## config.mk

```make
export PLATFORM = sky130hd
export DESIGN_NAME = msi_snoop_ctrl
export DESIGN_NICKNAME = d
export VERILOG_FILES = /design/src/rtl/msi_snoop_pkg.sv /design/src/rtl/msi_line_store.sv /design/src/rtl/msi_snoop_unit.sv /design/src/rtl/msi_ack_tracker.sv /design/src/rtl/msi_snoop_ctrl.sv
export SDC_FILE = /design/constraint.sdc
export NUM_CORES = 1
export LEC_CHECK = 0
export BUFFER_PORTS_ARGS = -buffer_cell sky130_fd_sc_hd__buf_2
export CAP_MARGIN = 20
export CORE_MARGIN = 4
export CORE_UTILIZATION = 58
export DETAILED_ROUTE_END_ITERATION = 8
export PLACE_DENSITY = 0.81
export SLEW_MARGIN = 20
export SYNTH_ARGS = -nofsm -noshare
export SYNTH_HDL_FRONTEND = slang
export SYNTH_SLANG_ARGS = --single-unit
export TNS_END_PERCENT = 10
```

## constraint.sdc

```tcl
create_clock -name clk -period 3.1 [get_ports clk]
set_input_delay 0 -clock clk [delete_from_list [all_inputs] [get_ports clk]]
set_output_delay 0 -clock clk [all_outputs]
set_load 0.01 [all_outputs]
```

## src/rtl/msi_snoop_pkg.sv

```systemverilog
package msi_snoop_pkg;

  typedef enum logic [1:0] {
    LS_I = 2'd0,
    LS_S = 2'd1,
    LS_M = 2'd2
  } line_st_e;

  typedef enum logic [2:0] {
    BC_NONE   = 3'd0,
    BC_RDMISS = 3'd1,
    BC_WRMISS = 3'd2,
    BC_INV    = 3'd3,
    BC_WB     = 3'd4
  } bus_cmd_e;

  typedef enum logic [2:0] {
    FS_IDLE, FS_CHECK, FS_ARB, FS_ISSUE, FS_FILL, FS_ACK, FS_DONE
  } fsm_e;

  // A core access that needs no bus transaction.
  function automatic logic local_complete(input logic we, input line_st_e st);
    return (st == LS_M) || (!we && st == LS_S);
  endfunction

  // Line state after a foreign transaction hits this line.
  function automatic line_st_e snoop_next(input bus_cmd_e c, input line_st_e st);
    case (c)
      BC_RDMISS: return (st == LS_M) ? LS_S : st;
      BC_WRMISS: return LS_I;
      BC_INV:    return LS_I;
      default:   return st;
    endcase
  endfunction

  // Dirty data must be supplied for this foreign transaction.
  function automatic logic snoop_flush(input bus_cmd_e c, input line_st_e st);
    return (st == LS_M) && (c == BC_RDMISS || c == BC_WRMISS);
  endfunction

  // Command this cache broadcasts once it owns the bus.
  function automatic bus_cmd_e pick_cmd(input logic victim_dirty, input logic we,
                                        input logic present);
    if (victim_dirty) return BC_WB;
    if (we && present) return BC_INV;
    if (we) return BC_WRMISS;
    return BC_RDMISS;
  endfunction

endpackage

```

## src/rtl/msi_line_store.sv

```systemverilog
module msi_line_store
  import msi_snoop_pkg::*;
#(
  parameter int IDX_W  = 2,
  parameter int TAG_W  = 4,
  parameter int DATA_W = 8
) (
  input  logic              clk,
  input  logic              rst_n,
  // core-side port (read and write)
  input  logic [IDX_W-1:0]  a_idx,
  output logic [TAG_W-1:0]  a_tag,
  output line_st_e          a_st,
  output logic [DATA_W-1:0] a_dat,
  input  logic              l_st_we,
  input  line_st_e          l_st,
  input  logic              l_tag_we,
  input  logic [TAG_W-1:0]  l_tag,
  input  logic              l_dat_we,
  input  logic [DATA_W-1:0] l_dat,
  // snoop-side port (read, state write)
  input  logic [IDX_W-1:0]  b_idx,
  output logic [TAG_W-1:0]  b_tag,
  output line_st_e          b_st,
  output logic [DATA_W-1:0] b_dat,
  input  logic              s_st_we,
  input  line_st_e          s_st
);
  localparam int LINES = 1 << IDX_W;

  logic [TAG_W-1:0]  tag_q [LINES];
  line_st_e          st_q  [LINES];
  logic [DATA_W-1:0] dat_q [LINES];

  for (genvar g = 0; g < LINES; g++) begin : g_line
    wire a_sel = (a_idx == IDX_W'(g));
    wire b_sel = (b_idx == IDX_W'(g));
    always_ff @(posedge clk) begin
      if (!rst_n) begin
        tag_q[g] <= '0;
        st_q[g]  <= LS_I;
        dat_q[g] <= '0;
      end else begin
        if (l_tag_we && a_sel) tag_q[g] <= l_tag;
        if (l_dat_we && a_sel) dat_q[g] <= l_dat;
        if (s_st_we && b_sel)      st_q[g] <= s_st;
        else if (l_st_we && a_sel) st_q[g] <= l_st;
      end
    end
  end

  assign a_tag = tag_q[a_idx];
  assign a_st  = st_q[a_idx];
  assign a_dat = dat_q[a_idx];
  assign b_tag = tag_q[b_idx];
  assign b_st  = st_q[b_idx];
  assign b_dat = dat_q[b_idx];

endmodule

```

## src/rtl/msi_snoop_unit.sv

```systemverilog
module msi_snoop_unit
  import msi_snoop_pkg::*;
#(
  parameter int ADDR_W = 6,
  parameter int IDX_W  = 2,
  parameter int DATA_W = 8
) (
  input  logic              clk,
  input  logic              rst_n,
  input  logic              snp_valid,
  input  logic [2:0]        snp_cmd,
  input  logic [ADDR_W-1:0] snp_addr,
  input  logic [ADDR_W-IDX_W-1:0] line_tag,
  input  line_st_e          line_st,
  input  logic [DATA_W-1:0] line_dat,
  output logic              st_we,
  output line_st_e          st_new,
  output logic              snp_hit,
  output logic              snp_ack,
  output logic              flush_valid,
  output logic [ADDR_W-1:0] flush_addr,
  output logic [DATA_W-1:0] flush_data
);
  bus_cmd_e cmd;
  logic     need_flush;

  assign cmd        = bus_cmd_e'(snp_cmd);
  assign snp_hit    = snp_valid && (line_st != LS_I) &&
                      (line_tag == snp_addr[ADDR_W-1:IDX_W]);
  assign st_new     = snoop_next(cmd, line_st);
  assign st_we      = snp_hit && (st_new != line_st);
  assign need_flush = snp_hit && snoop_flush(cmd, line_st);

  always_ff @(posedge clk) begin
    if (!rst_n) begin
      snp_ack     <= 1'b0;
      flush_valid <= 1'b0;
      flush_addr  <= '0;
      flush_data  <= '0;
    end else begin
      snp_ack     <= snp_valid && (cmd == BC_INV);
      flush_valid <= need_flush;
      if (need_flush) begin
        flush_addr <= snp_addr;
        flush_data <= line_dat;
      end
    end
  end

endmodule

```

## src/rtl/msi_ack_tracker.sv

```systemverilog
module msi_ack_tracker #(
  parameter int N_PEERS = 2
) (
  input  logic               clk,
  input  logic               rst_n,
  input  logic               active,
  input  logic [N_PEERS-1:0] peer_ack,
  output logic               all_acked
);
  logic [N_PEERS-1:0] seen_q;

  always_ff @(posedge clk) begin
    if (!rst_n)       seen_q <= '0;
    else if (!active) seen_q <= '0;
    else              seen_q <= seen_q | peer_ack;
  end

  assign all_acked = active && (&(seen_q | peer_ack));

endmodule

```

## src/rtl/msi_snoop_ctrl.sv

```systemverilog
module msi_snoop_ctrl
  import msi_snoop_pkg::*;
#(
  parameter int ADDR_W  = 6,
  parameter int IDX_W   = 2,
  parameter int DATA_W  = 8,
  parameter int N_PEERS = 2
) (
  input  logic               clk,
  input  logic               rst_n,
  output logic               core_ready,
  input  logic               core_req,
  input  logic               core_we,
  input  logic [ADDR_W-1:0]  core_addr,
  input  logic [DATA_W-1:0]  core_wdata,
  output logic               core_done,
  output logic [DATA_W-1:0]  core_rdata,
  output logic               bus_req,
  input  logic               bus_gnt,
  output logic               bus_valid,
  output logic [2:0]         bus_cmd,
  output logic [ADDR_W-1:0]  bus_addr,
  output logic [DATA_W-1:0]  bus_wdata,
  input  logic               fill_valid,
  input  logic [DATA_W-1:0]  fill_data,
  input  logic [N_PEERS-1:0] peer_ack,
  input  logic               snp_valid,
  input  logic [2:0]         snp_cmd,
  input  logic [ADDR_W-1:0]  snp_addr,
  output logic               snp_ack,
  output logic               flush_valid,
  output logic [ADDR_W-1:0]  flush_addr,
  output logic [DATA_W-1:0]  flush_data
);
  localparam int TAG_W = ADDR_W - IDX_W;

  fsm_e st_q, st_d;
  logic              r_we;
  logic [ADDR_W-1:0] r_addr;
  logic [DATA_W-1:0] r_wdata, rdata_q;

  wire [IDX_W-1:0] r_idx   = r_addr[IDX_W-1:0];
  wire [TAG_W-1:0] r_tag   = r_addr[ADDR_W-1:IDX_W];
  wire [IDX_W-1:0] snp_idx = snp_addr[IDX_W-1:0];

  // line store wiring
  logic [TAG_W-1:0]  l_tag_rd, s_tag_rd;
  line_st_e          l_st_rd, s_st_rd;
  logic [DATA_W-1:0] l_dat_rd, s_dat_rd;
  logic              l_st_we, l_tag_we, l_dat_we;
  line_st_e          l_st_wr;
  logic [DATA_W-1:0] l_dat_wr;
  logic              s_st_we;
  line_st_e          s_st_wr;

  // named internal events
  logic     tag_hit, local_ok, victim_dirty, snoop_clash;
  logic     ev_local_hit, waiting_acks, acks_complete, snp_hit;
  bus_cmd_e issue_cmd;

  msi_line_store #(.IDX_W(IDX_W), .TAG_W(TAG_W), .DATA_W(DATA_W)) u_store (
    .clk      (clk),
    .rst_n    (rst_n),
    .a_idx    (r_idx),
    .a_tag    (l_tag_rd),
    .a_st     (l_st_rd),
    .a_dat    (l_dat_rd),
    .l_st_we  (l_st_we),
    .l_st     (l_st_wr),
    .l_tag_we (l_tag_we),
    .l_tag    (r_tag),
    .l_dat_we (l_dat_we),
    .l_dat    (l_dat_wr),
    .b_idx    (snp_idx),
    .b_tag    (s_tag_rd),
    .b_st     (s_st_rd),
    .b_dat    (s_dat_rd),
    .s_st_we  (s_st_we),
    .s_st     (s_st_wr)
  );

  msi_snoop_unit #(.ADDR_W(ADDR_W), .IDX_W(IDX_W), .DATA_W(DATA_W)) u_snoop (
    .clk         (clk),
    .rst_n       (rst_n),
    .snp_valid   (snp_valid),
    .snp_cmd     (snp_cmd),
    .snp_addr    (snp_addr),
    .line_tag    (s_tag_rd),
    .line_st     (s_st_rd),
    .line_dat    (s_dat_rd),
    .st_we       (s_st_we),
    .st_new      (s_st_wr),
    .snp_hit     (snp_hit),
    .snp_ack     (snp_ack),
    .flush_valid (flush_valid),
    .flush_addr  (flush_addr),
    .flush_data  (flush_data)
  );

  msi_ack_tracker #(.N_PEERS(N_PEERS)) u_acks (
    .clk       (clk),
    .rst_n     (rst_n),
    .active    (waiting_acks),
    .peer_ack  (peer_ack),
    .all_acked (acks_complete)
  );

  assign tag_hit      = (l_st_rd != LS_I) && (l_tag_rd == r_tag);
  assign local_ok     = tag_hit && local_complete(r_we, l_st_rd);
  assign victim_dirty = (l_st_rd == LS_M) && (l_tag_rd != r_tag);
  assign snoop_clash  = snp_valid && (snp_idx == r_idx);
  assign issue_cmd    = pick_cmd(victim_dirty, r_we, tag_hit);
  assign ev_local_hit = (st_q == FS_CHECK) && !snoop_clash && local_ok;
  assign waiting_acks = (st_q == FS_ACK);

  always_comb begin
    st_d     = st_q;
    l_st_we  = 1'b0;
    l_st_wr  = LS_I;
    l_tag_we = 1'b0;
    l_dat_we = 1'b0;
    l_dat_wr = r_wdata;
    unique case (st_q)
      FS_IDLE:  if (core_req) st_d = FS_CHECK;
      FS_CHECK: begin
        if (!snoop_clash) begin
          if (local_ok) begin
            if (r_we) begin
              l_dat_we = 1'b1;
              l_st_we  = 1'b1;
              l_st_wr  = LS_M;
            end
            st_d = FS_DONE;
          end else begin
            st_d = FS_ARB;
          end
        end
      end
      FS_ARB:   if (bus_gnt) st_d = FS_ISSUE;
      FS_ISSUE: begin
        if (issue_cmd == BC_WB) begin
          l_st_we = 1'b1;
          l_st_wr = LS_I;
        end else if (issue_cmd == BC_INV) begin
          st_d = FS_ACK;
        end else begin
          st_d = FS_FILL;
        end
      end
      FS_FILL: begin
        if (fill_valid) begin
          l_tag_we = 1'b1;
          l_st_we  = 1'b1;
          l_st_wr  = r_we ? LS_M : LS_S;
          l_dat_we = 1'b1;
          l_dat_wr = r_we ? r_wdata : fill_data;
          st_d     = FS_DONE;
        end
      end
      FS_ACK: begin
        if (acks_complete) begin
          l_dat_we = 1'b1;
          l_st_we  = 1'b1;
          l_st_wr  = LS_M;
          st_d     = FS_DONE;
        end
      end
      FS_DONE:  st_d = FS_IDLE;
      default:  st_d = FS_IDLE;
    endcase
  end

  always_ff @(posedge clk) begin
    if (!rst_n) begin
      st_q    <= FS_IDLE;
      r_we    <= 1'b0;
      r_addr  <= '0;
      r_wdata <= '0;
      rdata_q <= '0;
    end else begin
      st_q <= st_d;
      if (st_q == FS_IDLE && core_req) begin
        r_we    <= core_we;
        r_addr  <= core_addr;
        r_wdata <= core_wdata;
      end
      if (ev_local_hit)                     rdata_q <= r_we ? r_wdata : l_dat_rd;
      if (st_q == FS_FILL && fill_valid)    rdata_q <= r_we ? r_wdata : fill_data;
      if (st_q == FS_ACK && acks_complete)  rdata_q <= r_wdata;
    end
  end

  assign core_ready = (st_q == FS_IDLE);
  assign core_done  = (st_q == FS_DONE);
  assign core_rdata = rdata_q;
  assign bus_req    = (st_q == FS_ARB) || (st_q == FS_ISSUE) ||
                      (st_q == FS_FILL) || (st_q == FS_ACK);
  assign bus_valid  = (st_q == FS_ISSUE);
  assign bus_cmd    = bus_valid ? issue_cmd : BC_NONE;
  assign bus_addr   = victim_dirty ? {l_tag_rd, r_idx} : r_addr;
  assign bus_wdata  = victim_dirty ? l_dat_rd : '0;

endmodule

```

==> results of run 1 <==
power by group:
group | internal [uW] | leakage [uW] | total [uW] | switching (uW)
Combinational | 590 | 0.00161 | 1420 | 832
Sequential | 1590 | 0.000926 | 1730 | 148
Clock | 468 | 0.000114 | 975 | 508
Total | 2640 | 0.00264 | 4130 | 1490
cells in the final DEF, fill, tap and decap left out, drive strengths merged, types with 3 or more instances in the layout:
master,instances
nor4,12
nor3b,9
or2,5
dfxtp,46
nand2b,3
and2,19
or3,5
dlygate4sd3,23
nor2,45
a211oi,3
o31ai,14
a311o,6
mux2i,19
o21ai,10
edfxtp,56
xor2,9
buf,103
inv,13
nor2b,5
mux2,15
a31oi,8
nor3,18
a21oi,36
nand4,15
nand2,83
mux4,26
and3,16
clkbuf,9
xnor2,5
flip-flops by register name (all words and copies together) (netlist names), named ones only:
register / flops
u_store.dat_q: 32
u_store.tag_q: 16
core_rdata: 8
r_wdata: 8
u_snoop.flush_data: 8
u_store.st_q: 8
r_addr: 6
u_snoop.flush_addr: 6
st_q: 3
u_acks.seen_q: 2
r_we: 1
u_snoop.flush_valid: 1
u_snoop.snp_ack: 1
tightest hold or removal path, stage by stage:
cell,delay (ps)
buf_2,190
nand4_1,100
a21oi_1,60
worst min path at each step:
stage,from,endpoint,slack [ps]
after floorplan,peer_ack[0],u_acks.seen_q[0],130
after global placement,core_wdata[2],r_wdata[2],240
after detailed placement,core_addr[2],r_addr[2],250
after CTS,snp_addr[0],u_snoop.flush_addr[0],9
after global routing,fill_data[7],core_rdata[7],20
final,snp_addr[0],u_snoop.flush_addr[0],10
what timing repair did:
action	CTS	global route
gates resized for setup	0	1
setup endpoints to repair	0	4
hold endpoints to repair	24	0
hold buffers	23	0
logic make-up after synthesis:
| family | after synthesis | share of synthesized area |
|---|---|---|
| and+or+nand+nor | 245 | 0.216 |
| DFF | 102 | 0.451 |
| AOI/OAI and AO/OA | 92 | 0.104 |
| muxes | 60 | 0.164 |
| buffers and inverters | 54 | 0.0399 |
| xor gates and xnor gates | 14 | 0.0213 |
| adders and majority gates | 2 | 0.00434 |
metal layers:
layer  share of wire  track usage  vias up
met5               0            0        -
met2            0.47        0.419      233
met1            0.43        0.371     2307
met4           0.014       0.0667        0
li1                -            -     2294
met3           0.088       0.0618       20
stage by stage:
stage | setup WS [ps] | total power [uW] | util | area, sq um | instances
after global routing | 14.0 | 4340 | 0.695 | 6770 | 800
after CTS | 5.03 | 4110 | 0.695 | 6760 | 800
final | 116 | 4130 | 0.695 | 6770 | 800
after global placement | 371 | 3090 | 0.648 | 6310 | 761
after floorplan | 560 | 2720 | - | 5770 | 569
after detailed placement | 259 | 3140 | 0.648 | 6310 | 761
area by class of cell:
cell class,instances,area [sq um]
clock buffer,9,124
clock inverter,7,104
fill,750,2960
inverter,10,37.5
multi-input combinational,413,2940
sequential,102,2600
tap,133,166
timing repair buffer,126,793
==> qor.csv, run 1 <==
stage,metric,value,unit
logic_synthesis,synth top area cells,"edfxtp_1 (29%), dfxtp_1 (16%), mux4_2 (10%)",
final_layout,layout cells sized above 1,0.259,
pwr,Cell Pwr Density,611,nW/um^2
clock_network,Post-CTS Setup Bufs,0,
route,initial DRC count,432,
min_path,Worst Hold Class,in2reg,
setup_path,worst path cell trace,"mux4_2, xor2_1, or4_4, nand2_1, mux2_2, buf_2",
sta,RSZ-0062 raised after global routing,false,
route,DRT Wirelength,14.8,mm
logic_synthesis,post-synthesis sequential area ratio,0.451,
final_layout,n_diodes,0,
route,TritonRoute pass-1 iters,6,
setup_path,CP peak stage delay,650,ps
floorplan,CORE AREA,9730,sq um
placed_design,DPL Wire Length,10.8,mm
setup_path,startpoint types,register,
logic_synthesis,Yosys top cell area share,0.292,
sta,final hold slack,12.9,ps
setup_path,"Arr. time, crit path",2980,ps
floorplan,total I/O pin count,85,
setup_path,CP Capture Point,bus_addr[5],
final_layout,Area Growth Syn to Fin,17.3,%
grt,largest net degree at the start of global routing,39,
placed_design,I/O Buffers,84,
clock_network,CTS H-tree depth,3,
logic_synthesis,Synthesis Warnings,0,
setup_path,crit-path max FO,13,
setup_path,Reg2Reg Depth,5,
sta,fin. max-slew vios,0,
clock_network,CTS sink count,102,
setup_path,"setup slack, reg-to-reg",320,ps
logic_synthesis,ys async rst share,0,
logic_synthesis,Most used DFF post-synth,edfxtp_1,
setup_path,cell family with most CP delay,multiplexers,
setup_path,Worst path depth,6,
sta,setup TNS,0,ps
clock_network,"Clk Latency, worst-skew pair",380,ps
grt,vias in the first global route,4619,
pwr,VDD IR max,0.000423,V
clock_network,CTS root buf,clkbuf_8,
clock_network,CTS tree,yes,
grt,grt total ovfl,0,
placed_design,GP Congestion,0.872,
floorplan,Rows,36,
floorplan,total die area,11600,sq um
sta,Fin. Hold Viols,0,
route,routed length per instance,18.4,microns
sta,worst-case clock skew,18.8,ps
min_path,hold path depth,3,
logic_synthesis,cell taking the most area after synthesis,edfxtp_1,
floorplan,Starting Density,0.593,
logic_synthesis,Synth top cells by count,"nand2_1 (83), edfxtp_1 (56), dfxtp_1 (46)",
route,vias post-DR,4854,
logic_synthesis,Synth cell types,56,
pwr,leakage,0.00264,uW
grt,All-Layer GR Usage,0.265,
logic_synthesis,most common cell in the netlist,nand2_1,
sta,Slew HR,0.519,
route,Residual DRC,0,
status,status,"finished, final reports clean",
final_layout,nets,704,
grt,first-pass GRT wire length,23.9,mm
sta,Tcrit/Tclk final,0.963,
logic_synthesis,Syn Nets,611,
floorplan,Die Ht,108,microns
sta,Fmax,335,MHz
logic_synthesis,Post-synth EDFFs,56,
clock_network,"Reg clk slew, reported paths",110,ps
sta,endpoints failing setup,0,
clock_network,Inserted Clock Buffers,9,
grt,initial antenna violation count,0,
sta,fin crit period,2980,ps
sta,slew of the pin with the lowest slew margin,713,ps
logic_synthesis,Mean Syn Cell Area,10.1,sq um
clock_network,Max clock buf depth,2,
setup_path,Worst setup EP type,primary output,
logic_synthesis,Seq cells post-synth,102,
setup_path,Worst path slowest cell,or4_4,
run,Max Cap Viol,0,
logic_synthesis,synthesized instance count,569,
floorplan,Die W,108,microns
setup_path,CP Buf/Inv Count,1,
setup_path,r2r endpoint,u_store.st_q[3][1],
setup_path,required time worst endpoint,3100,ps
route,DRT antenna net count,0,
route,Vias/cell,6.07,
logic_synthesis,Synth Cell Area,5770,sq um
setup_path,CP Class,reg2out,
Note: power is estimated with default switching activity, not from simulation.
==> run 2: changes to the inputs <==
--- a/config.mk
+++ b/config.mk
@@ -7,6 +7,7 @@
 export LEC_CHECK = 0
 export BUFFER_PORTS_ARGS = -buffer_cell sky130_fd_sc_hd__buf_2
 export CAP_MARGIN = 20
+export CORE_ASPECT_RATIO = 1.4
 export CORE_MARGIN = 4
 export CORE_UTILIZATION = 58
 export DETAILED_ROUTE_END_ITERATION = 8
==> run 2 against run 1 <==
  * Hold slack improved by 55 ps
  * Sequential power increased by 3%
  * First-iteration DRC count increased by 32%
  * Via count increased by 4.5%
  * Utilization increased by 1.8 points
  * Clock skew decreased by 13 ps
  * Global-route usage increased by 2.5 points
  * Critical path depth unchanged
  * Combinational power about the same
  * Setup slack improved by 62 ps
  * Design area increased by 0.91%
  * Fmax increased by 2.1%
  * Critical path type unchanged
  * Highest routed layer unchanged
==> qor.csv, run 2 (same netlist as run 1, synthesis figures left out) <==
stage,metric,value,unit,change
clock_network,CTS sink count,102,,unchanged
sta,fin worst setup slack,178,ps,+62.2 ps
sta,setup TNS,0,ps,unchanged
sta,fin. max-slew vios,0,,unchanged
grt,routing usage on met1,0.345,,-0.0256
sta,Tcrit/Tclk final,0.942,,-0.0201
floorplan,total I/O pin count,85,,unchanged
placed_design,setup slack at placement,269,ps,+9.61 ps
setup_path,"Arr. time, crit path",2920,ps,-60 ps
run,Max Cap Viol,0,,unchanged
final_layout,nets,702,,-0.28%
floorplan,Starting Density,0.603,,+0.0102
final_layout,n_diodes,0,,unchanged
grt,All-Layer GR Usage,0.290,,+0.0251
pwr,Cell Pwr Density,637,nW/um^2,+4.4%
setup_path,CP Class,reg2out,,
grt,met3 GRT Util,0.0543,,-0.00749
grt,initial antenna violation count,0,,unchanged
placed_design,DPL Wire Length,12.2,mm,+13%
sta,Fin. Hold Viols,0,,unchanged
floorplan,Die Ht,126,microns,+17%
route,DRT Wirelength,16.6,mm,+12%
sta,endpoints failing setup,0,,unchanged
final_layout,largest reg by FF count,u_store.dat_q,,
floorplan,Die W,92.3,microns,-14%
clock_network,"Clk Latency, worst-skew pair",350,ps,-30 ps
clock_network,"Reg clk slew, reported paths",70,ps,-40 ps
final_layout,Largest register FFs,32,,unchanged
clock_network,CTS H-tree depth,3,,unchanged
min_path,Worst Hold Class,in2reg,,
status,status,"finished, final reports clean",,
clock_network,Max clock buf depth,2,,unchanged
grt,GR peak layer,met2,,
pwr,VDD IR max,0.000454,V,+7.4%
floorplan,Rows,42,,+17%
pwr,leakage,0.00266,uW,+0.76%
sta,worst-case clock skew,6.13,ps,-12.7 ps
setup_path,Worst setup EP type,primary output,,
final_layout,layout cells sized above 1,0.257,,-0.00223
final_layout,most frequent cells in the layout,"buf_2 (84), nand2_1 (82), edfxtp_1 (56)",,
sta,Slew HR,0.562,,+0.0432
grt,vias in the first global route,4977,,+7.8%
sta,fin crit period,2920,ps,-62.2 ps
final_layout,Area Growth Syn to Fin,18.4,%,
sta,Fmax,342,MHz,+2.1%
sta,RSZ-0062 raised after global routing,false,,
final_layout,"commonest non-fill, non-tap cell in the layout",buf_2,,
clock_network,Post-CTS Setup Bufs,0,,unchanged
clock_network,CTS tree,yes,,
grt,grt total ovfl,0,,unchanged
final_layout,FILL cells,723,,-3.6%
route,Residual DRC,0,,unchanged
final_layout,Regs by FF count,"u_store.dat_q (32), u_store.tag_q (16)",,
route,routed length per instance,20.8,microns,+13%
setup_path,crit-path max FO,13,,unchanged
placed_design,GP Congestion,0.918,,+5.3%
placed_design,I/O Buffers,84,,unchanged
route,TritonRoute pass-1 iters,5,,-1
setup_path,required time worst endpoint,3100,ps,about the same
clock_network,Inserted Clock Buffers,9,,unchanged
floorplan,CORE AREA,9560,sq um,-1.7%
floorplan,total die area,11600,sq um,+0.20%
route,vias post-DR,5072,,+4.5%
grt,largest net degree at the start of global routing,39,,unchanged
clock_network,CTS root buf,clkbuf_16,,
route,initial DRC count,570,,+32%
sta,slew of the pin with the lowest slew margin,650,ps,-63.2 ps
grt,first-pass GRT wire length,26.2,mm,+9.6%
setup_path,startpoint types,register,,
route,DRT antenna net count,0,,unchanged
route,Vias/cell,6.36,,+4.9%
grt,GR Layer Usage met2,0.509,,+0.0903
run 2: layout make-up:
| cell class | count | area [sq um] | area share |
|---|---|---|---|
| multi-input cells | 413 | 2940 | 0.431 |
| flip-flops and latches | 102 | 2600 | 0.381 |
| repair buffers | 124 | 778 | 0.114 |
| clock buffers | 9 | 225 | 0.0330 |
| well taps | 132 | 165 | 0.0242 |
| clock inverters | 7 | 78.8 | 0.0115 |
| inverters | 10 | 37.5 | 0.00550 |
run 2: what timing repair did:
item                                   CTS  global route
gates resized for setup                  0             1
setup endpoints to repair                0             4
hold buffers                            23             0
endpoints found under the hold margin   24             0
run 2: through the flow:
stage	hold slack (ps)	util	instance area, sq um	power, uW	cells
6_report	68.1	0.714	6830	4350	797
5_1_grt	84.3	0.714	6830	4540	797
4_1_cts	62.8	0.714	6820	4320	797
3_5_place_dp	252	0.658	6290	3150	758
3_3_place_gp	242	0.658	6290	3110	758
2_1_floorplan	135	-	5770	2720	569
run 2: final timing paths:
kind                                   start                   to  slack (ps)  cells after the start
worst max-delay path                register          bus_addr[4]         180                      6
worst max register to register      register  u_store.dat_q[2][0]         220                      6
worst min register to register    r_wdata[1]           r_wdata[1]         470                      2
worst min-delay path            fill_data[4]        core_rdata[4]          70                      4
run 2: report_power, final:
part	switching (uW)	internal (uW)
logic	834	576
registers	192	1590
clock network	525	636
total	1550	2800
run 2: critical path: stages, from the launching register on:
cell and delay, ps:
dfxtp_1 480, mux4_2 570, xor2_1 190, or4_4 640
nand2_2 170, mux2_2 370, buf_2 140
run 2: routing by layer:
metal / part of all wire / up-vias
li1: - / 2290
met1: 0.36 / 2412
met2: 0.51 / 317
met3: 0.085 / 53
met4: 0.042 / 0
met5: 0 / -
==> run 3: changes to the inputs <==
--- a/config.mk
+++ b/config.mk
@@ -9,9 +9,9 @@
 export CAP_MARGIN = 20
 export CORE_ASPECT_RATIO = 1.4
 export CORE_MARGIN = 4
-export CORE_UTILIZATION = 58
+export CORE_UTILIZATION = 60
 export DETAILED_ROUTE_END_ITERATION = 8
-export PLACE_DENSITY = 0.81
+export PLACE_DENSITY = 0.83
 export SLEW_MARGIN = 20
 export SYNTH_ARGS = -nofsm -noshare
 export SYNTH_HDL_FRONTEND = slang
==> constraint.sdc (replaced) <==
create_clock -name clk -period 3.55 [get_ports clk]
set_input_delay 0 -clock clk [delete_from_list [all_inputs] [get_ports clk]]
set_output_delay 0 -clock clk [all_outputs]
set_load 0.01 [all_outputs]
==> run 3 against run 2 <==
  * Power shrank 14%
  * Critical endpoint unchanged
  * Sequential share of layout area increased by 0.42 points
  * Critical path type unchanged
  * Wire length down 3.1%
==> qor.csv, run 3 (same netlist as run 1, synthesis figures left out) <==
stage,metric,value,unit,change
run,Max Cap Viol,0,,unchanged
final_layout,Regs by FF count,"u_store.dat_q (32), u_store.tag_q (16)",,
sta,Fmax,324,MHz,
floorplan,Rows,42,,unchanged
setup_path,startpoint types,register,,
clock_network,"Clk Latency, worst-skew pair",350,ps,about the same
sta,slew of the pin with the lowest slew margin,885,ps,+235 ps
clock_network,Max clock buf depth,2,,unchanged
clock_network,Inserted Clock Buffers,9,,unchanged
min_path,min-delay src,fill_data[0],,
final_layout,n_diodes,0,,unchanged
route,Residual DRC,0,,unchanged
setup_path,required time worst endpoint,3550,ps,+450 ps
setup_path,crit-path max FO,13,,unchanged
pwr,Cell Pwr Density,556,nW/um^2,-13%
final_layout,Largest register FFs,32,,unchanged
grt,vias in the first global route,4847,,-2.6%
setup_path,CP Class,reg2out,,
pwr,leakage,0.00264,uW,-0.76%
route,TritonRoute pass-1 iters,6,,+1
setup_path,"Arr. time, crit path",3080,ps,+160 ps
route,routed length per instance,20.9,microns,+0.31%
sta,fin crit period,3080,ps,
pwr,VDD IR max,0.000366,V,-19%
placed_design,I/O Buffers,84,,unchanged
route,Vias/cell,6.48,,+1.9%
floorplan,Die W,90.8,microns,-1.5%
sta,worst-case clock skew,8.57,ps,+2.43 ps
floorplan,Starting Density,0.613,,+0.0101
final_layout,FILL cells,674,,-6.8%
clock_network,CTS H-tree depth,3,,unchanged
grt,initial antenna violation count,0,,unchanged
sta,Slew HR,0.408,,-0.155
final_layout,Area Growth Syn to Fin,17.1,%,
sta,fin worst setup slack,467,ps,+289 ps
final_layout,"commonest non-fill, non-tap cell in the layout",buf_2,,
placed_design,setup slack at placement,501,ps,+232 ps
route,DRT antenna net count,0,,unchanged
floorplan,CORE AREA,9410,sq um,-1.6%
final_layout,largest reg by FF count,u_store.dat_q,,
clock_network,CTS tree,yes,,
route,vias post-DR,4992,,-1.6%
floorplan,total die area,11300,sq um,-3.1%
clock_network,Post-CTS Setup Bufs,0,,unchanged
min_path,Worst Hold Class,in2reg,,
sta,Fin. Hold Viols,0,,unchanged
route,DRT Wirelength,16.1,mm,-3.1%
floorplan,total I/O pin count,85,,unchanged
sta,Tcrit/Tclk final,0.868,,
clock_network,CTS root buf,clkbuf_16,,
grt,largest net degree at the start of global routing,33,,-15%
sta,endpoints failing setup,0,,unchanged
sta,RSZ-0062 raised after global routing,false,,
grt,first-pass GRT wire length,25.0,mm,-4.6%
placed_design,DPL Wire Length,11.4,mm,-6.5%
final_layout,most frequent cells in the layout,"buf_2 (84), nand2_1 (83), edfxtp_1 (56)",,
clock_network,"Reg clk slew, reported paths",70,ps,about the same
grt,All-Layer GR Usage,0.289,,-0.000914
clock_network,post-CTS sizing,0,,unchanged
grt,grt total ovfl,0,,unchanged
final_layout,layout cells sized above 1,0.247,,-0.0102
clock_network,CTS Hold Bufs,23,,unchanged
sta,fin. max-slew vios,0,,unchanged
floorplan,Die Ht,124,microns,-1.6%
placed_design,GP Congestion,0.936,,+2.0%
sta,setup TNS,0,ps,unchanged
route,initial DRC count,575,,+0.88%
final_layout,nets,697,,-0.71%
status,status,"finished, final reports clean",,
setup_path,Worst setup EP type,primary output,,
clock_network,CTS sink count,102,,unchanged
run 3: path summary, 6_finish.rpt:
check                                     endpoint  slack [ps]  depth (start not counted)
worst max-delay path                   bus_addr[4]         470                          6
worst min-delay path                 core_rdata[0]          60                          4
worst max register to register  u_store.st_q[3][1]         470                          5
worst min register to register       core_rdata[3]         460                          2
run 3: layout make-up:
cell class / count / area [sq um] / share of cell area
repair buffers: 119 / 741 / 0.110
inverters: 10 / 37.5 / 0.00556
flip-flops and latches: 102 / 2600 / 0.385
clock inverters: 7 / 71.3 / 0.0106
clock buffers: 9 / 225 / 0.0334
multi-input cells: 413 / 2940 / 0.435
well taps: 110 / 138 / 0.0204
run 3: metrics by stage:
step                      power [uW]  hold WS [ps]  cell area, sq um  cells   util
after floorplan                 2380           135              5770    569      -
after global placement          2700           243              6220    731  0.662
after detailed placement        2740           245              6220    731  0.662
after CTS                       3750          55.8              6750    770  0.718
after global routing            3920          82.4              6750    770  0.718
final                           3760          59.9              6750    770  0.718
run 3: where the power goes:
group	leakage (uW)	total [uW]	internal [uW]	switching [uW]
combinational	0.00157	1220	496	724
clock	0.000147	992	551	442
sequential	0.000925	1540	1390	158
run 3: metal layers:
layer	up-vias	global-route usage	part of all wire
met3	51	0.0550	0.075
li1	2285	-	-
met2	307	0.525	0.52
met5	-	0	0
met1	2349	0.332	0.36
met4	0	0.133	0.040
run 3: worst max-delay path, cell delays in order, from the launching register on:
cell	delay, ps
dfxtp_1	510
mux4_2	590
xor2_1	200
or4_4	630
nand2_1	270
mux2_2	390
buf_2	150
